### src/rtl/strm_wr_pkg.sv
package strm_wr_pkg;
    localparam int WORD_W     = 32;
    localparam int LANES      = WORD_W / 8;
    localparam int LANE_W     = $clog2(LANES);
    localparam int IRQ_W      = 4;
    localparam int DESC_WORDS = 4;
    localparam int IDX_W      = $clog2(DESC_WORDS);
    // control word bits
    localparam int F_LAST     = 0;
    localparam int F_IRQ      = 4;
    localparam int F_PKT_END  = 11;
    localparam int CTX_OFF    = 15;
    // word offsets of write-back fields
    localparam int OFS_CTRL   = 8;
    localparam int OFS_END    = 12;

    typedef enum logic [3:0] {
        ST_IDLE, ST_FETCH, ST_FILL, ST_FLUSH, ST_WB_FLAGS,
        ST_WB_END, ST_CTX_RD, ST_CTX_WR, ST_HALT
    } st_e;
endpackage

### src/rtl/strm_wr_pack.sv
module strm_wr_pack #(
    parameter int LANES = 4
) (
    input  logic                    clk,
    input  logic                    rst_n,
    input  logic                    put_i,
    input  logic [$clog2(LANES)-1:0] lane_i,
    input  logic [7:0]              byte_i,
    input  logic                    clr_i,
    output logic [8*LANES-1:0]      word_o,
    output logic [LANES-1:0]        be_o
);
    localparam int LW = $clog2(LANES);

    for (genvar g = 0; g < LANES; g++) begin : g_lane
        logic [7:0] d_q;
        logic       v_q;
        always_ff @(posedge clk or negedge rst_n) begin
            if (!rst_n) begin
                d_q <= '0;
                v_q <= 1'b0;
            end else if (clr_i) begin
                v_q <= 1'b0;
            end else if (put_i && (lane_i == LW'(g))) begin
                d_q <= byte_i;
                v_q <= 1'b1;
            end
        end
        assign word_o[8*g +: 8] = d_q;
        assign be_o[g]          = v_q;
    end
endmodule

### src/rtl/strm_wr_irq.sv
module strm_wr_irq #(
    parameter int W = 4
) (
    input  logic         clk,
    input  logic         rst_n,
    input  logic         set_en_i,
    input  logic [W-1:0] set_i,
    input  logic [W-1:0] ack_i,
    output logic [W-1:0] raw_o,
    output logic         upd_o
);
    logic [W-1:0] raw_q, kept, add;
    logic         upd_q;

    assign kept = raw_q & ~ack_i;
    assign add  = set_en_i ? (set_i & ~kept) : '0;

    always_ff @(posedge clk or negedge rst_n) begin
        if (!rst_n) begin
            raw_q <= '0;
            upd_q <= 1'b0;
        end else begin
            raw_q <= kept | add;
            upd_q <= |add;
        end
    end

    assign raw_o = raw_q;
    assign upd_o = upd_q;
endmodule

### src/rtl/strm_wr_dma.sv
module strm_wr_dma
    import strm_wr_pkg::*;
#(
    parameter int ADDR_W = 32
) (
    input  logic              clk,
    input  logic              rst_n,
    input  logic              start_i,
    input  logic [ADDR_W-1:0] desc_i,
    input  logic [ADDR_W-1:0] ctx_i,
    input  logic              s_valid_i,
    input  logic [7:0]        s_data_i,
    input  logic              s_eop_i,
    output logic              s_ready_o,
    output logic              mem_req_o,
    output logic              mem_we_o,
    output logic [ADDR_W-1:0] mem_addr_o,
    output logic [31:0]       mem_wdata_o,
    output logic [3:0]        mem_be_o,
    input  logic [31:0]       mem_rdata_i,
    input  logic              mem_ack_i,
    input  logic [3:0]        irq_ack_i,
    output logic [3:0]        irq_raw_o,
    output logic              irq_upd_o,
    output logic              eol_o
);
    st_e st_q, st_d;

    logic [ADDR_W-1:0] desc_q, ctx_q, nxt_q, ptr_q, end_q, wadr_q;
    logic [WORD_W-1:0] flg_q, ctxw_q;
    logic [IDX_W-1:0]  idx_q;
    logic              closing_q, peop_q;
    logic              take, close, last, lane_full, pk_clr;
    logic [WORD_W-1:0] pk_word;
    logic [LANES-1:0]  pk_be;

    assign s_ready_o = (st_q == ST_FILL) && (ptr_q != end_q);
    assign take      = s_ready_o && s_valid_i;
    assign last      = ((ptr_q + ADDR_W'(1)) == end_q) || s_eop_i;
    assign lane_full = &ptr_q[LANE_W-1:0];
    assign pk_clr    = (st_q == ST_FLUSH) && mem_ack_i;
    assign eol_o     = (st_q == ST_HALT);

    strm_wr_pack #(.LANES(LANES)) u_pack (
        .clk    (clk),
        .rst_n  (rst_n),
        .put_i  (take),
        .lane_i (ptr_q[LANE_W-1:0]),
        .byte_i (s_data_i),
        .clr_i  (pk_clr),
        .word_o (pk_word),
        .be_o   (pk_be)
    );

    strm_wr_irq #(.W(IRQ_W)) u_irq (
        .clk      (clk),
        .rst_n    (rst_n),
        .set_en_i (close),
        .set_i    ({peop_q, 1'b0, flg_q[F_IRQ], flg_q[F_IRQ]}),
        .ack_i    (irq_ack_i),
        .raw_o    (irq_raw_o),
        .upd_o    (irq_upd_o)
    );

    // next state
    always_comb begin
        st_d  = st_q;
        close = 1'b0;
        unique case (st_q)
            ST_IDLE, ST_HALT: if (start_i) st_d = ST_FETCH;
            ST_FETCH:    if (mem_ack_i && (idx_q == IDX_W'(DESC_WORDS - 1))) st_d = ST_FILL;
            ST_FILL: begin
                if (ptr_q == end_q) begin
                    st_d  = ST_WB_FLAGS;
                    close = 1'b1;
                end else if (take && (lane_full || last)) begin
                    st_d = ST_FLUSH;
                end
            end
            ST_FLUSH: if (mem_ack_i) begin
                st_d  = closing_q ? ST_WB_FLAGS : ST_FILL;
                close = closing_q;
            end
            ST_WB_FLAGS: if (mem_ack_i) st_d = ST_WB_END;
            ST_WB_END:   if (mem_ack_i) st_d = flg_q[F_LAST] ? ST_CTX_RD : ST_FETCH;
            ST_CTX_RD:   if (mem_ack_i) st_d = ST_CTX_WR;
            ST_CTX_WR:   if (mem_ack_i) st_d = ST_HALT;
            default:     st_d = ST_IDLE;
        endcase
    end

    always_ff @(posedge clk or negedge rst_n) begin
        if (!rst_n) st_q <= ST_IDLE;
        else        st_q <= st_d;
    end

    // descriptor and pointer registers
    always_ff @(posedge clk or negedge rst_n) begin
        if (!rst_n) begin
            desc_q    <= '0;
            ctx_q     <= '0;
            nxt_q     <= '0;
            ptr_q     <= '0;
            end_q     <= '0;
            wadr_q    <= '0;
            flg_q     <= '0;
            ctxw_q    <= '0;
            idx_q     <= '0;
            closing_q <= 1'b0;
            peop_q    <= 1'b0;
        end else begin
            if ((st_q == ST_IDLE || st_q == ST_HALT) && start_i) begin
                desc_q <= desc_i;
                ctx_q  <= ctx_i;
                idx_q  <= '0;
            end
            if (st_q == ST_FETCH && mem_ack_i) begin
                unique case (idx_q)
                    2'd0: nxt_q <= mem_rdata_i[ADDR_W-1:0];
                    2'd1: ptr_q <= mem_rdata_i[ADDR_W-1:0];
                    2'd2: flg_q <= mem_rdata_i;
                    default: begin
                        end_q     <= mem_rdata_i[ADDR_W-1:0];
                        closing_q <= 1'b0;
                        peop_q    <= 1'b0;
                    end
                endcase
                idx_q <= idx_q + 1'b1;
            end
            if (take) begin
                ptr_q     <= ptr_q + ADDR_W'(1);
                wadr_q    <= {ptr_q[ADDR_W-1:LANE_W], {LANE_W{1'b0}}};
                closing_q <= last;
                peop_q    <= s_eop_i;
            end
            if (st_q == ST_WB_END && mem_ack_i && !flg_q[F_LAST]) begin
                desc_q <= nxt_q;
                idx_q  <= '0;
            end
            if (st_q == ST_CTX_RD && mem_ack_i) ctxw_q <= mem_rdata_i;
        end
    end

    // bus outputs
    always_comb begin
        mem_req_o   = 1'b0;
        mem_we_o    = 1'b0;
        mem_addr_o  = desc_q;
        mem_wdata_o = '0;
        mem_be_o    = '0;
        unique case (st_q)
            ST_FETCH: begin
                mem_req_o  = 1'b1;
                mem_addr_o = desc_q + ADDR_W'({idx_q, 2'b00});
            end
            ST_FLUSH: begin
                mem_req_o   = 1'b1;
                mem_we_o    = 1'b1;
                mem_addr_o  = wadr_q;
                mem_wdata_o = pk_word;
                mem_be_o    = pk_be;
            end
            ST_WB_FLAGS: begin
                mem_req_o   = 1'b1;
                mem_we_o    = 1'b1;
                mem_addr_o  = desc_q + ADDR_W'(OFS_CTRL);
                mem_wdata_o = flg_q | (WORD_W'(peop_q) << F_PKT_END);
                mem_be_o    = '1;
            end
            ST_WB_END: begin
                mem_req_o   = 1'b1;
                mem_we_o    = 1'b1;
                mem_addr_o  = desc_q + ADDR_W'(OFS_END);
                mem_wdata_o = WORD_W'(ptr_q);
                mem_be_o    = '1;
            end
            ST_CTX_RD: begin
                mem_req_o  = 1'b1;
                mem_addr_o = ctx_q;
            end
            ST_CTX_WR: begin
                mem_req_o   = 1'b1;
                mem_we_o    = 1'b1;
                mem_addr_o  = ctx_q;
                mem_wdata_o = ctxw_q | (WORD_W'(1) << CTX_OFF);
                mem_be_o    = '1;
            end
            default: ;
        endcase
    end
endmodule

### config.mk
export PLATFORM = sky130hd
export DESIGN_NAME = strm_wr_dma
export DESIGN_NICKNAME = d
export VERILOG_FILES = /design/src/rtl/strm_wr_pkg.sv /design/src/rtl/strm_wr_pack.sv /design/src/rtl/strm_wr_irq.sv /design/src/rtl/strm_wr_dma.sv
export SDC_FILE = /design/constraint.sdc
export NUM_CORES = 1
export LEC_CHECK = 0
export CAP_MARGIN = 30
export CORE_MARGIN = 2
export CORE_UTILIZATION = 57
export DETAILED_ROUTE_END_ITERATION = 16
export HOLD_SLACK_MARGIN = 0.12
export PLACE_DENSITY_LB_ADDON = 0.1
export SKIP_CTS_REPAIR_TIMING = 1
export SLEW_MARGIN = 0
export SYNTH_ARGS = -nofsm -noshare
export SYNTH_HDL_FRONTEND = slang
export SYNTH_SLANG_ARGS = --single-unit
### constraint.sdc
create_clock -name clk -period 5.2 [get_ports clk]
set_input_delay 1.04 -clock clk [delete_from_list [all_inputs] [get_ports clk]]
set_output_delay 1.04 -clock clk [all_outputs]
set_load 0.02 [all_outputs]
==> impl_metrics.py <==
metrics = {
    "status": {
        "status": "complete, no violations",
    },
    "floorplan": {
        "coreArea_mm2": 0.0279,
        "die_area_mm2": 0.0298,
        "die_x_um": 173,
        "rows": 61,
        "initial_utilization_pct": 58.1,
        "fp.dieH_um": 173,
        "ios": 191,
    },
    "cells_and_area": {
        "nNetsFinal": 1876,
        "diodes": 0,
        "syn_to_final_growth_pct": 20.2,
        "final_area_mm2": 0.0195,
        "drive_gt1_share_pct": 17.0,
        "post-route-util_pct": 69.8,
    },
    "global_route": {
        "globalRouteTotalUtil_pct": 33.9,
        "antenna_found_initial": 0,
        "grt_pass1_vias": 13700,
        "grt_pass1_wl_mm": 79.8,
        "grt_max_degree": 113,
        "gr-total-overflow": 0,
    },
    "power": {
        "clkPwrFrac_pct": 20.1,
        "swShare_pct": 40.2,
        "p_seq_share_pct": 36.6,
        "p_leak_nw": 8.57,
        "internal-power_mw": 7.56,
        "powerDensity_mw_per_mm2": 648,
        "vdd_drop_max_mv": 0.384,
        "netSwitchingPower_mw": 5.08,
        "combPwrFrac_pct": 43.3,
    },
    "setup_path": {
        "cp_common_cell": "nor2_1",
        "end_kind": "output port",
        "critPathLaunch": "st_q[1]",
        "r2r-end": "ptr_q[2]",
        "required_ns": 4.16,
        "worst_r2r_path_depth": 9,
        "critPathKind": "reg2out",
        "path_cells": "nand2b_1 -> nor2_1 -> and2_1 -> or2_2 -> ha_1 -> inv_1 -> fa_1 -> nand3b_1 -> buf_4 -> nor3_2 -> nand3_1 -> nor2_1 -> o21a_1 -> o22a_1 -> clkdlybuf4s50_1",
        "arrival_ns": 3.93,
        "crit_fanout": 6,
        "r2r_slack_ns": 1.57,
        "crit_slowest_cell": "clkdlybuf4s50_1",
        "start_kind": "flip-flop",
        "r2r_start": "ptr_q[25]",
        "cp-endpoint": "mem_addr_o[28]",
        "critPathMaxStageDelay_ns": 0.62,
    },
    "worst_hold_path": {
        "hp-class": "reg2reg",
    },
    "clock_tree": {
        "cts-buffers-inserted": 34,
        "cts_root_buf": "clkbuf_16",
        "clockBufferDepth": 3,
        "clk_pin_slew_ns": 0.06,
        "clock_latency_ns": 0.51,
        "cts_tree": "done",
        "htree_num_levels": 2,
        "cts_num_sinks": 302,
    },
    "yosys": {
        "synth_top_cell_by_area": "dfrtp_1",
        "synth_fa_ha_area_share_pct": 1.05,
        "ys_ff_latch": 302,
        "synthSimpleGateAreaFrac_pct": 17.2,
        "synth.net_count": 1754,
        "synth-xor-area-share_pct": 3.24,
        "netlist-cell-type-count": 86,
        "synth_top_family_by_area": "simple AND/OR/NAND/NOR gates",
        "synth_mux_area_share_pct": 13.5,
        "yosysTopAreaCellShare_pct": 46.6,
        "ys_seq_area_share_pct": 46.6,
        "synth_edf_count": 0,
        "synthCells": 1627,
        "synth_area_per_cell_um2": 9.97,
        "syn-cell-area_mm2": 0.0162,
        "synthTopCellsByArea": "dfrtp_1 47%, mux2_2 12%, nand2_1 7.6%",
        "ys_async_sr_fraction_pct": 100,
        "yosys_warnings": 0,
        "synth-compound-area-share_pct": 14.5,
        "synthFlopType": "dfrtp_1",
    },
    "route": {
        "viasPerCell": 6.49,
        "dr.pass1.iters": 6,
        "num_vias": 14000,
        "wl_mm": 50.9,
        "remaining_drc_errors": 0,
        "drtAntennaViolNets": 0,
        "wl_per_cell_um": 23.7,
        "drt_iter0_markers": 1700,
    },
    "sta": {
        "drv_slew": 0,
        "worstMarginPinSlew_ns": 0.964,
        "hold_viol_final": 0,
        "min_period_ns": 4.97,
        "tns_ns": 0,
        "finalClockSkew_ns": 0.0145,
        "fin_crit_sh_pct": 95.6,
        "finalSetupViolations": 0,
        "max_slew_margin_pct": 35.5,
        "grt_setup_unrepaired": "false",
        "fmax_mhz": 201,
    },
    "placement": {
        "hpwl_mm": 35.3,
        "dpl_cell_area_mm2": 0.0183,
        "portBuffers": 190,
        "gp_congestion": 0.935,
    },
    "flow_run": {
        "drv_cap": 0,
    },
}
-- metrics by stage --
stage	power, mW	hold slack (ns)	std cells	worst slack, ns
2_1_floorplan	7.96	0.446	1627	0.629
3_3_place_gp	9.83	0.462	2090	0.443
3_5_place_dp	9.99	0.465	2090	0.389
4_1_cts	12.6	0.479	2150	-0.148
5_1_grt	13.3	0.496	2151	0.0158
6_report	12.6	0.478	2151	0.231
-- sequential cells by signal, summed over array words and instances (netlist names), 30 cells and up --
signal / cells
ctx_q: 32
desc_q: 32
end_q: 32
flg_q: 32
nxt_q: 32
ptr_q: 32
u_pack.g_lane.d_q: 32
ctxw_q: 31
wadr_q: 30
-- routing by layer --
metal	share of wire [%]	wire length, µm	global-route usage, %	vias to the layer above
met2	45	23100	52.4	687
met5	0	0	0	-
met1	43	22000	48.9	7009
met4	2.7	1380	10.6	0
li1	-	-	-	6167
met3	8.8	4480	6.35	94
-- power groups by stage --
stage               clock, mW  sequential, mW  combinational, mW
floorplan                   0            3.97               3.99
global placement            0            4.53               5.29
detailed placement          0            4.59               5.39
CTS                      2.56            4.58               5.46
global route             2.66            4.76               5.90
finish                   2.54            4.63               5.48
-- cells in the mapped netlist (24+ instances only) --
library cell,instances
a21oi_1,44
clkbuf_1,74
nand2_1,328
o21ai_0,49
xnor2_1,38
nand4_1,24
buf_2,28
a221oi_1,24
a222oi_1,32
a22oi_1,40
nand3_1,30
nor2_1,68
dfrtp_1,302
nor3_1,25
mux2_2,178
-- layout by cell type, fill, tap and decap left out, types with 7 or more instances in the layout --
| master | Yosys | final |
|---|---|---|
| xor2_1 | 22 | 22 |
| o22a_1 | 11 | 11 |
| nand2_1 | 328 | 326 |
| nor4_1 | 14 | 13 |
| o311ai_0 | 9 | 9 |
| and3_1 | 16 | 16 |
| dfrtp_1 | 302 | 302 |
| buf_4 | 3 | 26 |
| o21ai_0 | 49 | 48 |
| and2_1 | 18 | 17 |
| xnor2_1 | 38 | 38 |
| inv_1 | 17 | 17 |
| a22oi_1 | 40 | 40 |
| ha_1 | 12 | 12 |
| a221oi_1 | 24 | 24 |
| nand3_1 | 30 | 30 |
| a21o_1 | 7 | 7 |
| nor3_1 | 25 | 23 |
| clkdlybuf4s50_1 | 0 | 183 |
| a222oi_1 | 32 | 32 |
| mux2_1 | 15 | 15 |
| nor2_1 | 68 | 66 |
| or2_2 | 7 | 7 |
| a31oi_1 | 11 | 11 |
| clkbuf_16 | 0 | 37 |
| a21oi_1 | 44 | 44 |
| and4_1 | 7 | 7 |
| o21a_1 | 8 | 8 |
| o311ai_1 | 7 | 7 |
| nand4_1 | 24 | 24 |
| o211ai_1 | 22 | 22 |
| mux2_2 | 178 | 178 |
| a221o_1 | 13 | 13 |
-- how the worst min path moves through the flow --
stage | start | to | cells after the start
after floorplan | wadr_q[7] | wadr_q[7] | 2
after CTS | desc_q[0] | desc_q[0] | 2
after global placement | desc_q[0] | desc_q[0] | 2
final | desc_q[0] | desc_q[0] | 2
after global routing | u_pack.g_lane[3].v_q | u_pack.g_lane[3].v_q | 1
after detailed placement | desc_q[0] | desc_q[0] | 2
-- critical path, delay by kind of cell (launching register included) --
kind | cells | cell delay (ns)
compound gates | 2 | 0.30
fa+ha+maj | 2 | 0.58
buf+inv | 3 | 0.86
flops | 1 | 0.37
simple gates | 8 | 1.31
-- cells by family after synthesis --
| logic type | after synthesis |
|---|---|
| fa+ha+maj | 13 |
| buf+inv | 151 |
| flops | 302 |
| compound gates | 316 |
| xor+xnor | 60 |
| simple gates | 591 |
| mux | 194 |
-- final cells by class --
class,instances,area (µm²)
flip-flops and latches,302,7560
inverters,19,71.3
multi-input cells,1174,8050
repair buffers,218,2160
well taps,378,473
clock buffers,47,1010
fillers,2176,8430
clock inverters,13,176
Note: power is estimated with default switching activity, not from simulation.
